$ cat src/rtl/lru_sweep_pkg.sv
package lru_sweep_pkg;
  typedef enum logic [0:0] {
    SW_IDLE = 1'b0,
    SW_RUN  = 1'b1
  } sweep_state_t;

  function automatic int unsigned field_w(input int unsigned count);
    return (count > 1) ? $clog2(count) : 1;
  endfunction
endpackage

$ cat src/rtl/lru_sweep_guard.sv
module lru_sweep_guard #(
  parameter int unsigned ADDR_W     = 40,
  parameter int unsigned MEM_LOG2   = 32,
  parameter int unsigned REGION_LOG2 = 12
) (
  input  logic [ADDR_W-1:0] base_i,
  output logic              base_ok_o
);
  localparam logic [ADDR_W:0] MEM_TOP   = (ADDR_W+1)'(1) << MEM_LOG2;
  localparam logic [ADDR_W:0] ADDR_TOP  = (ADDR_W+1)'(1) << ADDR_W;
  localparam logic [ADDR_W:0] ALL_SPAN  = (ADDR_W+1)'(1) << REGION_LOG2;

  function automatic logic region_fits(input logic [ADDR_W-1:0] b);
    logic [ADDR_W:0] lo;
    logic [ADDR_W:0] hi;
    lo = {1'b0, b};
    hi = lo + ALL_SPAN;
    return (lo >= MEM_TOP) && (hi <= ADDR_TOP);
  endfunction

  assign base_ok_o = region_fits(base_i);
endmodule

$ cat src/rtl/lru_sweep_cnt.sv
module lru_sweep_cnt #(
  parameter int unsigned NUM_SETS = 64,
  parameter int unsigned WAYS     = 4,
  parameter int unsigned SET_W    = 6,
  parameter int unsigned WAY_W    = 2
) (
  input  logic             clk,
  input  logic             rst_n,
  input  logic             clear_i,
  input  logic             step_i,
  output logic [SET_W-1:0] set_o,
  output logic [WAY_W-1:0] way_o,
  output logic             last_o
);
  localparam logic [SET_W-1:0] SET_LAST = SET_W'(NUM_SETS - 1);
  localparam logic [WAY_W-1:0] WAY_LAST = WAY_W'(WAYS - 1);

  logic way_wrap;
  assign way_wrap = (way_o == WAY_LAST);
  assign last_o   = way_wrap && (set_o == SET_LAST);

  always_ff @(posedge clk) begin
    if (!rst_n || clear_i) begin
      set_o <= '0;
      way_o <= '0;
    end else if (step_i) begin
      if (way_wrap) begin
        way_o <= '0;
        set_o <= last_o ? '0 : set_o + 1'b1;
      end else begin
        way_o <= way_o + 1'b1;
      end
    end
  end


  way_wrap_chk: assert property (@(posedge clk) disable iff (!rst_n)
    (step_i && !clear_i && way_o == WAY_LAST) |=> (way_o == '0));


  set_hold_chk: assert property (@(posedge clk) disable iff (!rst_n)
    (step_i && !clear_i && way_o != WAY_LAST) |=> $stable(set_o));
endmodule

$ cat src/rtl/lru_sweep_addr.sv
module lru_sweep_addr #(
  parameter int unsigned ADDR_W = 40,
  parameter int unsigned CPU_W  = 2,
  parameter int unsigned SET_W  = 6,
  parameter int unsigned WAY_W  = 2,
  parameter int unsigned OFF_W  = 6
) (
  input  logic [ADDR_W-1:0] base_i,
  input  logic [CPU_W-1:0]  cpu_i,
  input  logic [SET_W-1:0]  set_i,
  input  logic [WAY_W-1:0]  way_i,
  output logic [ADDR_W-1:0] addr_o
);
  localparam int unsigned SET_SH = OFF_W;
  localparam int unsigned WAY_SH = OFF_W + SET_W;
  localparam int unsigned CPU_SH = OFF_W + SET_W + WAY_W;

  function automatic logic [ADDR_W-1:0] compose(
    input logic [ADDR_W-1:0] b,
    input logic [CPU_W-1:0]  c,
    input logic [SET_W-1:0]  s,
    input logic [WAY_W-1:0]  w
  );
    logic [ADDR_W-1:0] off;
    off = (ADDR_W'(c) << CPU_SH) | (ADDR_W'(w) << WAY_SH) | (ADDR_W'(s) << SET_SH);
    return b + off;
  endfunction

  assign addr_o = compose(base_i, cpu_i, set_i, way_i);
endmodule

$ cat src/rtl/lru_sweep_evictor.sv
module lru_sweep_evictor #(
  parameter int unsigned NUM_SETS    = 64,
  parameter int unsigned WAYS        = 4,
  parameter int unsigned BLOCK_BYTES = 64,
  parameter int unsigned ADDR_W      = 40,
  parameter int unsigned MEM_LOG2    = 32,
  parameter int unsigned CPU_W       = 2
) (
  input  logic              clk,
  input  logic              rst_n,
  input  logic              start_i,
  input  logic [CPU_W-1:0]  cpu_id_i,
  input  logic [ADDR_W-1:0] region_base_i,
  output logic              req_valid_o,
  output logic [ADDR_W-1:0] req_addr_o,
  input  logic              req_ready_i,
  output logic              done_o
);
  import lru_sweep_pkg::*;

  localparam int unsigned SET_W       = field_w(NUM_SETS);
  localparam int unsigned WAY_W       = field_w(WAYS);
  localparam int unsigned OFF_W       = $clog2(BLOCK_BYTES);
  localparam int unsigned REGION_LOG2 = CPU_W + OFF_W + SET_W + WAY_W;

  sweep_state_t      state_q;
  logic [ADDR_W-1:0] base_q;
  logic [CPU_W-1:0]  cpu_q;
  logic              done_q;
  logic [SET_W-1:0]  set_idx;
  logic [WAY_W-1:0]  way_idx;
  logic              last_req;
  logic              base_ok;
  logic              start_take;
  logic              req_fire;
  logic              sweep_end;

  lru_sweep_guard #(
    .ADDR_W     (ADDR_W),
    .MEM_LOG2   (MEM_LOG2),
    .REGION_LOG2(REGION_LOG2)
  ) u_guard (
    .base_i   (region_base_i),
    .base_ok_o(base_ok)
  );

  assign start_take = (state_q == SW_IDLE) && start_i && base_ok;
  assign req_fire   = (state_q == SW_RUN) && req_ready_i;
  assign sweep_end  = req_fire && last_req;

  lru_sweep_cnt #(
    .NUM_SETS(NUM_SETS),
    .WAYS    (WAYS),
    .SET_W   (SET_W),
    .WAY_W   (WAY_W)
  ) u_cnt (
    .clk    (clk),
    .rst_n  (rst_n),
    .clear_i(start_take),
    .step_i (req_fire),
    .set_o  (set_idx),
    .way_o  (way_idx),
    .last_o (last_req)
  );

  lru_sweep_addr #(
    .ADDR_W(ADDR_W),
    .CPU_W (CPU_W),
    .SET_W (SET_W),
    .WAY_W (WAY_W),
    .OFF_W (OFF_W)
  ) u_addr (
    .base_i(base_q),
    .cpu_i (cpu_q),
    .set_i (set_idx),
    .way_i (way_idx),
    .addr_o(req_addr_o)
  );

  always_ff @(posedge clk) begin
    if (!rst_n) begin
      state_q <= SW_IDLE;
      base_q  <= '0;
      cpu_q   <= '0;
      done_q  <= 1'b0;
    end else begin
      done_q <= sweep_end;
      if (start_take) begin
        state_q <= SW_RUN;
        base_q  <= region_base_i;
        cpu_q   <= cpu_id_i;
      end else if (sweep_end) begin
        state_q <= SW_IDLE;
      end
    end
  end

  assign req_valid_o = (state_q == SW_RUN);
  assign done_o      = done_q;


  stall_hold_chk: assert property (@(posedge clk) disable iff (!rst_n)
    (req_valid_o && !req_ready_i) |=> (req_valid_o && $stable(req_addr_o)));


  done_pulse_chk: assert property (@(posedge clk) disable iff (!rst_n)
    done_o |=> !done_o);


  done_cause_chk: assert property (@(posedge clk) disable iff (!rst_n)
    done_o |-> ($past(req_valid_o && req_ready_i && last_req) && !req_valid_o));


  busy_start_chk: assert property (@(posedge clk) disable iff (!rst_n)
    (req_valid_o && !req_ready_i && start_i) |=> $stable(req_addr_o));


  range_reject_chk: assert property (@(posedge clk) disable iff (!rst_n)
    (!req_valid_o && start_i && !base_ok) |=> !req_valid_o);


  block_align_chk: assert property (@(posedge clk) disable iff (!rst_n)
    req_valid_o |-> (req_addr_o[OFF_W-1:0] == '0));
endmodule

$ cat config.mk
export PLATFORM = sky130hd
export DESIGN_NAME = lru_sweep_evictor
export DESIGN_NICKNAME = d
export VERILOG_FILES = /design/src/rtl/lru_sweep_pkg.sv /design/src/rtl/lru_sweep_guard.sv /design/src/rtl/lru_sweep_cnt.sv /design/src/rtl/lru_sweep_addr.sv /design/src/rtl/lru_sweep_evictor.sv
export SDC_FILE = /design/constraint.sdc
export NUM_CORES = 1
export LEC_CHECK = 0
export ABC_CLOCK_PERIOD_IN_PS = 4220
export BUFFER_PORTS_ARGS = -buffer_cell sky130_fd_sc_hd__buf_2
export CORE_MARGIN = 1.5
export CORE_UTILIZATION = 50
export DETAILED_ROUTE_END_ITERATION = 10
export GPL_TIMING_DRIVEN = 0
export PLACE_DENSITY = 0.78
export SYNTH_ARGS = -nofsm -noshare
export SYNTH_HDL_FRONTEND = slang
export SYNTH_SLANG_ARGS = --single-unit
$ cat constraint.sdc
create_clock -name clk -period 4.22 [get_ports clk]
set_input_delay 0.422 -clock clk [delete_from_list [all_inputs] [get_ports clk]]
set_output_delay 0.422 -clock clk [all_outputs]
set_load 0.03 [all_outputs]
* Word level (Yosys, flattened, before mapping)
Index checks and enable logic that the tools add are counted.
Operators by class: eq/ne operators 2, muxes and demuxes 4, $add $sub $neg 4, reductions and logical operators 10, bitwise logic cells 3, magnitude comparators 2
Operators by type and width (count):
- $add A40 B17 Y41 const B | 1
- $le A41 B41 Y1 const B | 1
- $add A40 B16 Y40 | 1
- $ge A40 B33 Y1 const B | 1
- $or A16 B12 Y16 | 1
- $or A16 B14 Y16 | 1
- $add A6 B1 Y6 const B | 1
- $eq A6 B6 Y1 const B | 1
- $logic_and A1 B1 Y1 | 6
- $mux W6 | 1
- $add A2 B1 Y2 const B | 1
- $eq A2 B2 Y1 const B | 1
- $mux W1 | 2
- $mux W2 | 1
- $reduce_and A2 Y1 | 1
- $reduce_bool A2 Y1 | 1
- $logic_not A1 Y1 | 1
- $logic_or A1 B1 Y1 | 1
- $not A1 Y1 | 1
Storage, ports and cells: bits in registers 52, word-level logic and storage cells 31, output and inout port bits 42

* Depth between registers and ports, before layout
Gate-level depths: netlist (run 1).
word-level depth 5, mapped depth 8, depth with buffers taken out 8

* By module
A second synthesis (run 1) with hierarchy kept.
Unflattened totals: cell total of the unflattened synthesis 428, area total of the unflattened synthesis 3528.4 µm²
By module, submodules not included:
- lru_sweep_evictor | seq. area each 880.8 µm², times used 1, cells an instance 190, area an instance 1793.0 µm²
- lru_sweep_addr | seq. area each 0.0 µm², times used 1, cells an instance 152, area an instance 1097.3 µm²
- lru_sweep_cnt | seq. area each 160.2 µm², times used 1, cells an instance 46, area an instance 387.9 µm²
- lru_sweep_guard | seq. area each 0.0 µm², times used 1, cells an instance 40, area an instance 250.2 µm²

* Worst setup path after synthesis (run 1)
OpenSTA, ideal clock, no wires.
path type register -> output, start point register u_cnt.set_o[0], end point output req_addr_o[38], data arrival time 2432 ps, path slack 1366 ps, cell stages (with the launch flop) 9, path through dfxtp_1 > ha_1 > fa_1 > a21oi_1 > o211ai_1 > a211oi_2 > or2_1 > nor2_1 > xnor2_1
On the way: cells in the longest elaborated chain, start to end 2
Ends and longest elaborated chain:
- start, declared | line lru_sweep_cnt.sv:11 | output logic [SET_W-1:0] set_o,
- start signal, assigned | line lru_sweep_cnt.sv:29 | set_o <= last_o ? '0 : set_o + 1'b1;
- $or A16 B12 Y16 | line lru_sweep_addr.sv:25 | off = (ADDR_W'(c) << CPU_SH) | (ADDR_W'(w) << WAY_SH) | (ADDR_W'(s) << SET_SH);
- $add A40 B16 Y40 | line lru_sweep_addr.sv:26 | return b + off;
- end, declared | line lru_sweep_evictor.sv:15 | output logic [ADDR_W-1:0] req_addr_o,
Every way passes these cells.

* Worst setup path in the final report (run 1)
start point register u_cnt.set_o[0], end point output req_addr_o[28]
Same word-level chain as after synthesis.

==> Flow_metrics.wiki, run 1 <==
{| class="wikitable"
! Metric !! Value
|-
| Status || finished, final reports clean
|-
| Number of nets still failing antenna checks after routing || 0
|-
| Type of the worst setup path || reg -> out
|-
| Area of combinational cells with multiple inputs || between 1500 and 2000 µm²
|-
| Via count of the first global-routing pass || 2,669
|-
| Capture instance of the worst register-to-register path || req_valid_o
|-
| Cell Pwr Density || 296.6 nW/µm²
|-
| Clock latency on the worst-skew pair || between 0.3 and 0.4 ns
|-
| Die X || 80.63 µm
|-
| Kind of end point of the critical path || output pin
|-
| Sequential element share of the synthesized area || 34.55%
|-
| Vias after detailed routing || 3,010
|-
| Simple-gate portion of the synthesized area || 30.90%
|-
| Share of cell area taken by muxes after synthesis || 0%
|-
| Highest ir drop seen on vdd || approximately 0.18 mV
|-
| Count of endpoints failing setup in the final report || 0
|-
| Leading post-synthesis cells by cell area || dfxtp_1 35%, nand3_1 8.8%, nand2_1 8.2%, o21ai_0 6.8%, xor2_1 5.5%
|-
| Share of the synthesized area in the top cell type || 34.55%
|-
| Clock input transition at the sequential cells of the worst setup and hold paths || approximately 0.1 ns
|-
| Cell Area, Synth || 3013 µm²
|-
| Net count of the finished layout || approximately 540
|-
| I/O pin total || between 80 and 90
|-
| Cell-by-cell trace of the critical path || ha_1 > fa_1 > a21oi_1 > o211ai_1 > a211oi_2 > nor2_2 > nand4_1 > xnor2_1 > buf_2
|-
| Critical-path maximum fanout || 7
|-
| Max-capacitance violation count || 0
|-
| Slowest stage delay, CP || 0.63 ns
|-
| Area used by sequential logic in the layout || between 1000 and 1500 µm²
|-
| Count of filler cells inserted in the layout || approximately 570
|-
| Drt initial violations || 95
|-
| Post-cts repair resize count || 0
|-
| Final Skew || 0.004657 ns
|-
| Final Wtd Congestion || approximately 0.89
|-
| Register-to-register setup slack || 2.63 ns
|-
| RSZ-0062 raised after global routing || false
|-
| Postcts setup bufs || 0
|-
| Compound-cell area share of the yosys netlist || between 10% and 20%
|-
| Post-Syn Area per Cell || ~8 µm²
|-
| Fraction of layout cells with a size suffix above 1 || 24.79%
|-
| Arrival @ worst endpoint || 3.06 ns
|-
| Number of clock sinks seen by CTS || 52
|-
| Main combinational cell family by area after synthesis || simple AND/OR/NAND/NOR gates
|-
| First-pass GRT wire length || 12,090 µm
|-
| Detailed-route vias per instance || 5.423
|-
| Largest net degree at the start of global routing || 18
|-
| TritonCTS buffer count || 5
|-
| Min-delay src || region_base_i[9]
|-
| Number of enable flip-flop cells after synthesis || 0
|-
| Adder-cell share of the synthesized area || about 5.6%
|-
| XOR/XNOR share of the synthesized area || 10.17%
|-
| Clock Path Buffers || 2
|-
| Kind of start point of the critical path || flip-flop
|-
| Synth unique cells || 49
|-
| Effective utilization at floorplan || 51.19%
|-
| Number of search-and-repair iterations in the first detailed-routing pass || 4
|-
| CP max-delay cell || a211oi_2
|-
| Floorplan Core Area || about 6000 µm²
|-
| Number of synthesized register bits || 52
|-
| Port-buffer cells || 86
|-
| Async set-or-reset flop fraction in the synthesized netlist || 0%
|-
| Leakage Power || about 1.6 nW
|-
| Final period utilization || about 82%
|-
| Number of warning messages in the yosys log || 0
|-
| Slew Viols, Final || 0
|-
| Number of hold violations in the final report || 0
|-
| Area growth from synthesis to final layout || 20.47%
|-
| Post-Synthesis Cells || 386
|-
| Post-DP HPWL || between 5000 and 6000 µm
|-
| Floorplan die height || 80.63 µm
|-
| Cell taking the most area after synthesis || dfxtp_1
|-
| DRC violations left || 0
|-
| Worst hold-check path type || in -> reg
|-
| Drt wl/cell || 13.61 µm
|-
| Number of antenna violations at the first check in global routing || 0
|-
| Root Buffer Master || clkbuf_8
|-
| R2R Path Start || u_cnt.way_o[0]
|-
| Number of stages on the worst hold path || 3
|-
| TritonCTS clock tree || done
|-
| Combined global-route utilization of all metal layers || 24.06%
|-
| Remaining Overflow, GRT || 0
|-
| Worst min-delay path endpoint || base_q[9]
|-
| R2R depth || 5
|-
| DP Area || 3537 µm²
|-
| Worst slew pin tran || 0.6831 ns
|-
| Final design instance area without fill || 3630 µm²
|-
| Total negative slack || 0 ns
|-
| Predominant post-synthesis flop cell || dfxtp_1
|-
| Hold bufs inserted after CTS || 0
|-
| Data required time at the worst endpoint || 3.80 ns
|-
| Routed Wire Length || around 7600 µm
|-
| Antenna cells || 0
|-
| Peak Freq || 287.2 MHz
|-
| Post-layout min period || 3.481 ns
|-
| Number of H-tree levels || 2
|-
| Number of placement rows || 28
|-
| Total nets after synthesis || 445
|-
| Die area || 6500 µm²
|-
| Tightest slew margin relative to the limit || between 50% and 60%
|}
## synthesized netlist by cell type (all sizes together), types with 3 or more instances
| master | instances |
|---|---|
| inv | 5 |
| nand2 | 66 |
| xnor2 | 16 |
| nor2 | 19 |
| ha | 12 |
| buf | 18 |
| o21ai | 46 |
| nand3 | 53 |
| nor4 | 8 |
| clkbuf | 7 |
| xor2 | 19 |
| dfxtp | 52 |
| a21oi | 11 |
| a211oi | 4 |
| nor3 | 12 |
| nand4 | 9 |
| and3 | 3 |
## stage by stage
step	setup WS [ns]	util [%]	cells	hold slack, ns	power [mW]
after floorplan	1.366	-	386	0.4410	0.7046
after global placement	1.152	60.10	547	0.4567	0.7827
after detailed placement	1.120	60.10	547	0.4635	0.7885
after CTS	0.7391	61.67	555	0.3430	1.077
after global routing	0.5691	61.67	555	0.3503	1.121
final	0.7386	61.67	555	0.3496	1.077
## logic make-up (layout without fill, tap and decap cells)
logic type | after synthesis | in the layout
and+or+nand+nor | 185 | 185
xor gates and xnor gates | 35 | 35
buffers and inverters | 30 | 124
DFF | 52 | 52
adders and majority gates | 13 | 13
AOI/OAI and AO/OA | 71 | 71
## cells in the final DEF (no fill, tap or decap), drive strengths merged, types with 2 or more instances in the layout
master	synthesis	final
a211oi	4	4
a21oi	11	11
and3	3	3
and4	2	2
buf	18	104
clkbuf	7	12
clkinvlp	0	2
dfxtp	52	52
ha	12	12
inv	5	5
nand2	66	66
nand2b	2	2
nand3	53	53
nand4	9	9
nor2	19	19
nor2b	2	2
nor3	12	12
nor3b	2	2
nor4	8	8
o21a	2	2
o21ai	46	46
or2	2	2
xnor2	16	16
xor2	19	19
## report_power, final
| part | internal (mW) | switching, mW |
|---|---|---|
| clock | 0.118 | 0.182 |
| combinational | 0.0799 | 0.151 |
| sequential | 0.519 | 0.0268 |
| total | 0.717 | 0.360 |
## state kept, by name (all words and copies together), names as in the netlist
name and flops:
u_cnt.set_o 6, cpu_q 2, done_o 1, base_q 40, u_cnt.way_o 2, req_valid_o 1
## metal layers
layer	wire length, µm	GRT usage, %	part of all wire (%)
met1	3370	29.71	45
met2	3622	41.51	48
met3	398	4.432	5.3
met4	163	8.621	2.2
met5	0	0	0
## layout make-up
cell class / instances / area share, %
multi-input cells: 304 / 50.16
flip-flops and latches: 52 / 28.68
repair buffers: 86 / 11.86
plain buffers: 25 / 3.654
well taps: 75 / 2.585
clock buffers: 5 / 1.896
clock inverters: 3 / 0.6549
inverters: 5 / 0.5171
## how the worst max path moves through the flow
stage                               from              to  cells after the start  slack, ns
after floorplan           u_cnt.set_o[0]  req_addr_o[38]                      8       1.37
after global placement    u_cnt.set_o[0]  req_addr_o[38]                      9       1.15
after detailed placement  u_cnt.set_o[0]  req_addr_o[38]                      9       1.12
after CTS                 u_cnt.set_o[0]  req_addr_o[38]                      9       0.74
after global routing      u_cnt.set_o[0]  req_addr_o[30]                      9       0.57
final                     u_cnt.set_o[0]  req_addr_o[28]                      9       0.74
## worst max-delay path, delay by kind of cell (launching register included)
family          cells  cell delay (ns)
buf+inv             1             0.21
simple gates        2             0.31
flops               1             0.37
fa+ha+maj           2             0.64
xor+xnor            1             0.12
compound gates      3             1.09
(Power assumes the default switching activity.)
==> run 2, diff against run 1 <==
--- a/config.mk
+++ b/config.mk
@@ -5,13 +5,14 @@
 export SDC_FILE = /design/constraint.sdc
 export NUM_CORES = 1
 export LEC_CHECK = 0
-export ABC_CLOCK_PERIOD_IN_PS = 4220
+export ABC_AREA = 1
+export ABC_CLOCK_PERIOD_IN_PS = 2900
 export BUFFER_PORTS_ARGS = -buffer_cell sky130_fd_sc_hd__buf_2
 export CORE_MARGIN = 1.5
 export CORE_UTILIZATION = 50
 export DETAILED_ROUTE_END_ITERATION = 10
 export GPL_TIMING_DRIVEN = 0
-export PLACE_DENSITY = 0.78
+export PLACE_DENSITY = 0.77
 export SYNTH_ARGS = -nofsm -noshare
 export SYNTH_HDL_FRONTEND = slang
 export SYNTH_SLANG_ARGS = --single-unit
==> constraint.sdc (replaced) <==
create_clock -name clk -period 2.9 [get_ports clk]
set_input_delay 0.29 -clock clk [delete_from_list [all_inputs] [get_ports clk]]
set_output_delay 0.29 -clock clk [all_outputs]
set_load 0.03 [all_outputs]
==> Flow_metrics.wiki, run 2 <==
{| class="wikitable"
! Metric !! Value
|-
| Status || finished, final reports clean (unchanged)
|-
| Switching Fraction || 36.38% (was 33.42%)
|-
| TritonCTS buffer count || 5 (unchanged)
|-
| Highest ir drop seen on vdd || 0.1925 mV (was 0.1811 mV)
|-
| Tightest slew margin relative to the limit || 66.91% (was 54.38%)
|-
| Largest reg by FF count || base_q (unchanged)
|-
| Die X || 93.25 µm (was 80.63 µm)
|-
| Leakage Power || 2.385 nW (was 1.647 nW)
|-
| Total negative slack || 0 ns (unchanged)
|-
| Count of endpoints failing setup in the final report || 0 (unchanged)
|-
| Number of enable flip-flop cells after synthesis || 0 (unchanged)
|-
| Type of the worst setup path || reg -> out (unchanged)
|-
| Number of placed cells counting well taps || 854 (was 547)
|-
| Combined global-route utilization of all metal layers || 24.91% (was 24.06%)
|-
| Max-capacitance violation count || 0 (unchanged)
|-
| Number of synthesized register bits || 52 (unchanged)
|-
| Port-buffer cells || 86 (unchanged)
|-
| Cell taking the most area after synthesis || dfxtp_1 (unchanged)
|-
| Area growth from synthesis to final layout || 21.44% (was 20.47%)
|-
| Post-layout utilization of the core || 63.35% (was 61.67%)
|-
| Floorplan Core Area || 7807 µm² (was 5886 µm²)
|-
| Final design instance area without fill || 4946 µm² (was 3630 µm²)
|-
| Worst slew pin tran || 0.4922 ns (was 0.6831 ns)
|-
| Overall power after layout || 1.775 mW (was 1.077 mW)
|-
| Final Wtd Congestion || 0.9603 (was 0.8883)
|-
| Drt wl/cell || 12.90 µm (was 13.61 µm)
|-
| Clock input transition at the sequential cells of the worst setup and hold paths || 0.10 ns (about the same)
|-
| Number of nets still failing antenna checks after routing || 0 (unchanged)
|-
| WL met1 || 5224 µm (was 3370 µm)
|-
| Post-DP HPWL || 8865 µm (was 5927 µm)
|-
| Net count of the finished layout || 823 (was 538)
|-
| Remaining Overflow, GRT || 0 (unchanged)
|-
| Root Buffer Master || clkbuf_8 (unchanged)
|-
| Total length of routed met2 wires || 5253 µm (was 3622 µm)
|-
| R2R Path Start || req_valid_o (was u_cnt.way_o[0])
|-
| DRC violations left || 0 (unchanged)
|-
| Post-layout min period || 2.855 ns
|-
| Hold bufs inserted after CTS || 0 (unchanged)
|-
| Leading registers by flop count || base_q: 40 flops, u_cnt.set_o: 6 flops (unchanged)
|-
| Final Skew || 0.01256 ns (was 0.004657 ns)
|-
| Amount of wire on met3 after detailed routing || 530 µm (was 398 µm)
|-
| Peak Freq || 350.2 MHz
|-
| Number of H-tree levels || 2 (unchanged)
|-
| Worst hold-check path type || in -> reg (unchanged)
|-
| Relative contribution of the clock network to total power || 23.9% (was 27.8%)
|-
| Clock latency on the worst-skew pair || 0.31 ns (about the same)
|-
| Clock Path Buffers || 2 (unchanged)
|-
| Leading post-synthesis cells by cell area || dfxtp_1 26%, nand2_1 14%, nor2_1 11%, nand3_1 9.1%, inv_1 7.4% (was dfxtp_1 35%, nand3_1 8.8%, nand2_1 8.2%, o21ai_0 6.8%, xor2_1 5.5%)
|-
| Internal Power || 1.129 mW (was 0.7168 mW)
|-
| Number of antenna violations at the first check in global routing || 0 (unchanged)
|-
| Number of flip-flops in the largest register || 40 (unchanged)
|-
| Via count of the first global-routing pass || 3,914 (was 2,669)
|-
| Most common cell in the synthesized netlist || nand2_1 (unchanged)
|-
| Min-delay src || req_ready_i (was region_base_i[9])
|-
| Final Hold Slack || 0.2820 ns (was 0.3496 ns)
|-
| Gate power share || 29.5% (was 21.5%)
|-
| Kind of end point of the critical path || output pin (unchanged)
|-
| Sequential element share of the synthesized area || 25.56% (was 34.55%)
|-
| Total nets after synthesis || 725 (was 445)
|-
| Number of clock sinks seen by CTS || 52 (unchanged)
|-
| Floorplan die height || 93.25 µm (was 80.63 µm)
|-
| Top layer used by detailed routing || met4 (unchanged)
|-
| Number of warning messages in the yosys log || 0 (unchanged)
|-
| Final instance count without filler cells || 867 (was 555)
|-
| Top cells by count, synth || 153 x nand2_1, 114 x nor2_1, 80 x inv_1 (was 66 x nand2_1, 53 x nand3_1, 52 x dfxtp_1)
|-
| Most common library cell in the layout ignoring fill and taps || nand2_1 (was buf_2)
|-
| Die area || 8696 µm² (was 6500 µm²)
|-
| Number of hold violations in the final report || 0 (unchanged)
|-
| Pre-CTS setup slack || 0.05014 ns (was 1.120 ns)
|-
| Number of search-and-repair iterations in the first detailed-routing pass || 4 (unchanged)
|-
| Predominant post-synthesis flop cell || dfxtp_1 (unchanged)
|-
| Drt initial violations || 230 (was 95)
|-
| Power share of the sequential group || 46.6% (was 50.7%)
|-
| DP Area || 4631 µm² (was 3537 µm²)
|-
| Final period utilization || 98.46%
|-
| Count of filler cells inserted in the layout || 756 (was 567)
|-
| Largest net degree at the start of global routing || 19 (was 18)
|-
| Most frequent cells in the layout || 149 x nand2_1, 112 x nor2_1, 82 x buf_2 (was 93 x buf_2, 66 x nand2_1, 53 x nand3_1)
|-
| Post-Synthesis Cells || 666 (was 386)
|-
| I/O pin total || 88 (unchanged)
|-
| Critical-path maximum fanout || 5 (was 7)
|-
| Cell Pwr Density || 358.9 nW/µm² (was 296.6 nW/µm²)
|-
| Number of placement rows || 32 (was 28)
|-
| Synth unique cells || 32 (was 49)
|-
| Final worst slack || 0.04465 ns (was 0.7386 ns)
|-
| First-pass GRT wire length || 17,600 µm (was 12,090 µm)
|-
| Effective utilization at floorplan || 52.16% (was 51.19%)
|-
| TritonCTS clock tree || done (unchanged)
|-
| Arrival @ worst endpoint || 2.57 ns (was 3.06 ns)
|-
| Switching power summed over all nets || 0.6457 mW (was 0.3597 mW)
|-
| Share of the synthesized area in the top cell type || 25.56% (was 34.55%)
|-
| Vias after detailed routing || 4,430 (was 3,010)
|-
| Detailed-route vias per instance || 5.110 (was 5.423)
|-
| Slew Viols, Final || 0 (unchanged)
|-
| Cell Area, Synth || 4073 µm² (was 3013 µm²)
|-
| Fraction of layout cells with a size suffix above 1 || 20.00% (was 24.79%)
|-
| Data required time at the worst endpoint || 2.61 ns (was 3.80 ns)
|-
| Kind of start point of the critical path || flip-flop (unchanged)
|-
| Post-Syn Area per Cell || 6.115 µm² (was 7.805 µm²)
|-
| Async set-or-reset flop fraction in the synthesized netlist || 0% (unchanged)
|-
| Routed Wire Length || 11,180 µm (was 7555 µm)
|-
| Timing startpoint of the critical path || u_cnt.set_o[0] (unchanged)
|-
| Antenna cells || 0 (unchanged)
|}
-- run 2: changes by cell type after synthesis, moves of 4 or more --
| cell | before | now |
|---|---|---|
| nor2_1 | 18 | 114 |
| nand2_1 | 66 | 153 |
| inv_1 | 5 | 80 |
| a21oi_1 | 11 | 54 |
| o21ai_0 | 41 | 7 |
| nand3_1 | 53 | 74 |
| xor2_1 | 19 | 27 |
| buf_2 | 7 | 0 |
| buf_6 | 1 | 8 |
| nand2_2 | 0 | 4 |
| nand4_1 | 7 | 11 |
| xnor2_1 | 16 | 12 |
-- run 2: kinds of logic after synthesis --
family | Yosys count | synth area share (%)
and+or+nand+nor | 384 | 40.92
buffers and inverters | 110 | 12.17
AOI/OAI and AO/OA | 66 | 8.295
DFF | 52 | 25.56
xor gates and xnor gates | 39 | 8.387
adders and majority gates | 13 | 4.178
muxes | 2 | 0.4916
-- run 2: power groups by stage --
| stage | logic, mW | registers, mW | clock network, mW |
|---|---|---|---|
| floorplan | 0.357 | 0.818 | 0 |
| global placement | 0.491 | 0.836 | 0 |
| CTS | 0.506 | 0.822 | 0.430 |
| finish | 0.524 | 0.827 | 0.424 |
| detailed placement | 0.499 | 0.838 | 0 |
| global route | 0.579 | 0.835 | 0.462 |
-- run 2: path summary, 6_finish.rpt --
kind | end | cells after the start | slack (ns)
setup / recovery | req_addr_o[18] | 13 | 0.04
hold / removal | done_o | 3 | 0.28
hold reg to reg | base_q[39] | 2 | 0.49
setup reg to reg | base_q[6] | 6 | 0.98
-- run 2: per-layer routing --
layer	GRT usage (%)	up-vias
li1	-	2309
met1	34.39	1976
met2	41.61	129
met3	1.951	16
met4	6.692	0
met5	0	-
-- run 2: layout make-up --
type | instances | area (µm²) | share of cell area, %
plain buffers | 28 | 187.7 | 3.795
clock buffers | 5 | 68.82 | 1.391
clock inverters | 3 | 25.02 | 0.5059
inverters | 82 | 307.8 | 6.223
multi-input cells | 504 | 2704 | 54.67
flip-flops and latches | 52 | 1047 | 21.17
well taps | 102 | 127.6 | 2.580
repair buffers | 91 | 478.0 | 9.664
-- run 2: critical path, stage by stage, from the launching register on --
cell,delay (ns)
dfxtp_4,0.38
ha_4,0.18
fa_2,0.41
nand3_2,0.08
nand2_2,0.08
nand3_2,0.07
nand2_2,0.06
nand3_2,0.08
nand2_2,0.08
a21oi_4,0.26
nor2_4,0.08
buf_4,0.14
xor2_1,0.13
buf_2,0.22
-- run 2: timing repair --
action                     4_1_cts  5_1_grt
setup endpoints to repair       17       18
gates resized for setup         12       26
pin swaps                        1        8
buffers inserted                 0        5
==> run 3, diff against run 2 <==
--- a/config.mk
+++ b/config.mk
@@ -8,11 +8,14 @@
 export ABC_AREA = 1
 export ABC_CLOCK_PERIOD_IN_PS = 2900
 export BUFFER_PORTS_ARGS = -buffer_cell sky130_fd_sc_hd__buf_2
+export CELL_PAD_IN_SITES_DETAIL_PLACEMENT = 2
+export CELL_PAD_IN_SITES_GLOBAL_PLACEMENT = 2
 export CORE_MARGIN = 1.5
-export CORE_UTILIZATION = 50
+export CORE_UTILIZATION = 25
 export DETAILED_ROUTE_END_ITERATION = 10
 export GPL_TIMING_DRIVEN = 0
-export PLACE_DENSITY = 0.77
+export PLACE_DENSITY_LB_ADDON = 0.1
 export SYNTH_ARGS = -nofsm -noshare
 export SYNTH_HDL_FRONTEND = slang
+export SYNTH_HIERARCHICAL = 1
 export SYNTH_SLANG_ARGS = --single-unit
==> Flow_metrics.wiki, run 3 <==
{| class="wikitable"
! Metric !! Value
|-
| Status || finished, final reports clean (unchanged)
|-
| Via count of the first global-routing pass || 4,337 (was 3,914)
|-
| Antenna cells || 0 (unchanged)
|-
| Die area || 16,090 µm² (was 8696 µm²)
|-
| Final design instance area without fill || 4671 µm² (was 4946 µm²)
|-
| Type of the worst setup path || reg -> out (unchanged)
|-
| Worst hold-check path type || in -> reg (unchanged)
|-
| Post-layout min period || 2.724 ns (was 2.855 ns)
|-
| Effective utilization at floorplan || 25.41% (was 52.16%)
|-
| Cell Area, Synth || 3834 µm² (was 4073 µm²)
|-
| Final Hold Slack || 0.2316 ns (was 0.2820 ns)
|-
| Switching power summed over all nets || 0.6782 mW (was 0.6457 mW)
|-
| Leading post-synthesis cells by cell area || dfxtp_1 27%, nand2_1 21%, nor2_1 14%, inv_1 7.8%, ha_1 3.9% (was dfxtp_1 26%, nand2_1 14%, nor2_1 11%, nand3_1 9.1%, inv_1 7.4%)
|-
| Count of endpoints failing setup in the final report || 0 (unchanged)
|-
| Kind of start point of the critical path || flip-flop (unchanged)
|-
| Final period utilization || 93.93% (was 98.46%)
|-
| Cell Pwr Density || 418.3 nW/µm² (was 358.9 nW/µm²)
|-
| Gate power share || 25.5% (was 29.5%)
|-
| Port-buffer cells || 87 (was 86)
|-
| DP Area || 4504 µm² (was 4631 µm²)
|-
| Vias after detailed routing || 4,180 (was 4,430)
|-
| Postcts setup bufs || 0 (unchanged)
|-
| Worst slew pin tran || 0.5310 ns (was 0.4922 ns)
|-
| Area growth from synthesis to final layout || 21.83% (was 21.44%)
|-
| RSZ-0062 raised after global routing || false
|-
| Register-to-register setup slack || 1.54 ns (was 0.98 ns)
|-
| Amount of wire on met3 after detailed routing || 417 µm (was 530 µm)
|-
| DRC violations left || 0 (unchanged)
|-
| Sequential element share of the synthesized area || 27.15% (was 25.56%)
|-
| Number of nets still failing antenna checks after routing || 0 (unchanged)
|-
| TritonCTS clock tree || done (unchanged)
|-
| Clock input transition at the sequential cells of the worst setup and hold paths || 0.07 ns (was 0.10 ns)
|-
| Number of hold violations in the final report || 0 (unchanged)
|-
| Remaining Overflow, GRT || 0 (unchanged)
|-
| Data required time at the worst endpoint || 2.61 ns (about the same)
|-
| Total negative slack || 0 ns (unchanged)
|-
| Number of search-and-repair iterations in the first detailed-routing pass || 4 (unchanged)
|-
| Cell taking the most area after synthesis || dfxtp_1 (unchanged)
|-
| Number of placed cells counting well taps || 916 (was 854)
|-
| Final Skew || 0.005542 ns (was 0.01256 ns)
|-
| I/O pin total || 88 (unchanged)
|-
| Total length of routed met2 wires || 6074 µm (was 5253 µm)
|-
| Number of warning messages in the yosys log || 6 (was 0)
|-
| Largest reg by FF count || base_q (unchanged)
|-
| Root Buffer Master || clkbuf_16 (was clkbuf_8)
|-
| Net count of the finished layout || 794 (was 823)
|-
| Most common cell in the synthesized netlist || nand2_1 (unchanged)
|-
| Post-layout utilization of the core || 30.95% (was 63.35%)
|-
| Number of enable flip-flop cells after synthesis || 0 (unchanged)
|-
| Synth unique cells || 37 (was 32)
|-
| Share of the synthesized area in the top cell type || 27.15% (was 25.56%)
|-
| Highest ir drop seen on vdd || 0.1997 mV (was 0.1925 mV)
|-
| Total nets after synthesis || 700 (was 725)
|-
| Final instance count without filler cells || 924 (was 867)
|-
| Fraction of layout cells with a size suffix above 1 || 20.65% (was 20.00%)
|-
| Switching Fraction || 34.71% (was 36.38%)
|-
| Peak Freq || 367.1 MHz (was 350.2 MHz)
|-
| Top cells by count, synth || 217 x nand2_1, 139 x nor2_1, 80 x inv_1 (was 153 x nand2_1, 114 x nor2_1, 80 x inv_1)
|-
| Post-Syn Area per Cell || 5.981 µm² (was 6.115 µm²)
|-
| First-pass GRT wire length || 21,870 µm (was 17,600 µm)
|-
| Async set-or-reset flop fraction in the synthesized netlist || 0% (unchanged)
|-
| Kind of end point of the critical path || output pin (unchanged)
|-
| Number of placement rows || 45 (was 32)
|-
| Leakage Power || 2.548 nW (was 2.385 nW)
|-
| Arrival @ worst endpoint || 2.43 ns (was 2.57 ns)
|-
| TritonCTS buffer count || 5 (unchanged)
|-
| Top layer used by detailed routing || met4 (unchanged)
|-
| Predominant post-synthesis flop cell || dfxtp_1 (unchanged)
|-
| Tightest slew margin relative to the limit || 64.60% (was 66.91%)
|-
| Relative contribution of the clock network to total power || 31.3% (was 23.9%)
|-
| Floorplan die height || 126.8 µm (was 93.25 µm)
|-
| Clock latency on the worst-skew pair || 0.29 ns (was 0.31 ns)
|-
| Most common library cell in the layout ignoring fill and taps || nand2_1 (unchanged)
|-
| WL met1 || 6722 µm (was 5224 µm)
|-
| Post-DP HPWL || 11,370 µm (was 8865 µm)
|-
| Die X || 126.8 µm (was 93.25 µm)
|-
| Pre-CTS setup slack || 0.2028 ns (was 0.05014 ns)
|-
| Number of synthesized register bits || 52 (unchanged)
|-
| Overall power after layout || 1.954 mW (was 1.775 mW)
|-
| Final worst slack || 0.1762 ns (was 0.04465 ns)
|-
| Number of flip-flops in the largest register || 40 (unchanged)
|-
| Critical-path maximum fanout || 7 (was 5)
|-
| Drt initial violations || 111 (was 230)
|-
| Largest net degree at the start of global routing || 16 (was 19)
|-
| Combined global-route utilization of all metal layers || 17.07% (was 24.91%)
|-
| Floorplan Core Area || 15,090 µm² (was 7807 µm²)
|-
| Leading registers by flop count || base_q: 40 flops, u_cnt/set_o: 6 flops (was base_q: 40 flops, u_cnt.set_o: 6 flops)
|-
| Routed Wire Length || 13,320 µm (was 11,180 µm)
|-
| Detailed-route vias per instance || 4.524 (was 5.110)
|-
| Slew Viols, Final || 0 (unchanged)
|-
| Power share of the sequential group || 43.1% (was 46.6%)
|-
| Number of clock sinks seen by CTS || 52 (unchanged)
|-
| Max-capacitance violation count || 0 (unchanged)
|-
| Post-Synthesis Cells || 641 (was 666)
|-
| Number of antenna violations at the first check in global routing || 0 (unchanged)
|-
| Clock Path Buffers || 2 (unchanged)
|-
| Number of H-tree levels || 2 (unchanged)
|-
| Final Wtd Congestion || 0.7903 (was 0.9603)
|-
| Drt wl/cell || 14.42 µm (was 12.90 µm)
|-
| Most frequent cells in the layout || 217 x nand2_1, 139 x nor2_1, 89 x buf_2 (was 149 x nand2_1, 112 x nor2_1, 82 x buf_2)
|-
| Internal Power || 1.276 mW (was 1.129 mW)
|}
run 3: kinds of logic after synthesis:
family                   after synthesis  synth area share (%)
AND/OR/NAND/NOR                      436                 49.71
buffers and inverters                105                 11.94
flip-flops                            52                 27.15
AO/OA/AOI/OAI                         18                 2.872
XOR/XNOR                              17                 3.884
adder cells (fa/ha/maj)               13                 4.439
run 3: power groups by stage:
stage	clock (mW)	sequential (mW)	combinational [mW]
2_1_floorplan	0	0.826	0.345
3_3_place_gp	0	0.858	0.491
3_5_place_dp	0	0.861	0.505
4_1_cts	0.641	0.845	0.510
5_1_grt	0.661	0.854	0.561
6_report	0.612	0.843	0.499
run 3: repair_timing:
item,CTS,global route
gates resized for setup,2,3
endpoints found under the setup margin,9,4
pin swaps,0,0
hold buffers,0,0
run 3: area by class of cell:
| cell class | count | area, µm² |
|---|---|---|
| repair buffers | 87 | 437.9 |
| well taps | 188 | 235.2 |
| clock buffers | 6 | 138.9 |
| inverters | 85 | 319.1 |
| multi-input cells | 484 | 2347 |
| fillers | 1966 | 10420 |
| plain buffers | 20 | 138.9 |
| flip-flops and latches | 52 | 1044 |
| clock inverters | 2 | 10.01 |
run 3: critical path: stages (launching register included):
cell	delay (ns)
dfxtp_2	0.39
ha_4	0.19
inv_1	0.06
fa_1	0.42
o21ai_2	0.23
nand2_1	0.10
nand2_2	0.10
nand2_1	0.07
nand2_2	0.16
xor2_1	0.19
clkbuf_4	0.22
run 3: worst paths after layout:
kind,start,to,cells after the start
worst max-delay path,u_cnt/set_o[0],req_addr_o[22],10
worst min-delay path,cpu_id_i[1],cpu_q[1],3
worst max register to register,u_cnt/set_o[1],req_valid_o,7
worst min register to register,u_cnt/way_o[1],u_cnt/way_o[1],2
run 3: layer usage:
layer	GRT usage (%)	up-vias
met4	3.409	0
met2	28.96	64
met5	0	-
met3	2.067	8
li1	-	2125
met1	23.33	1983
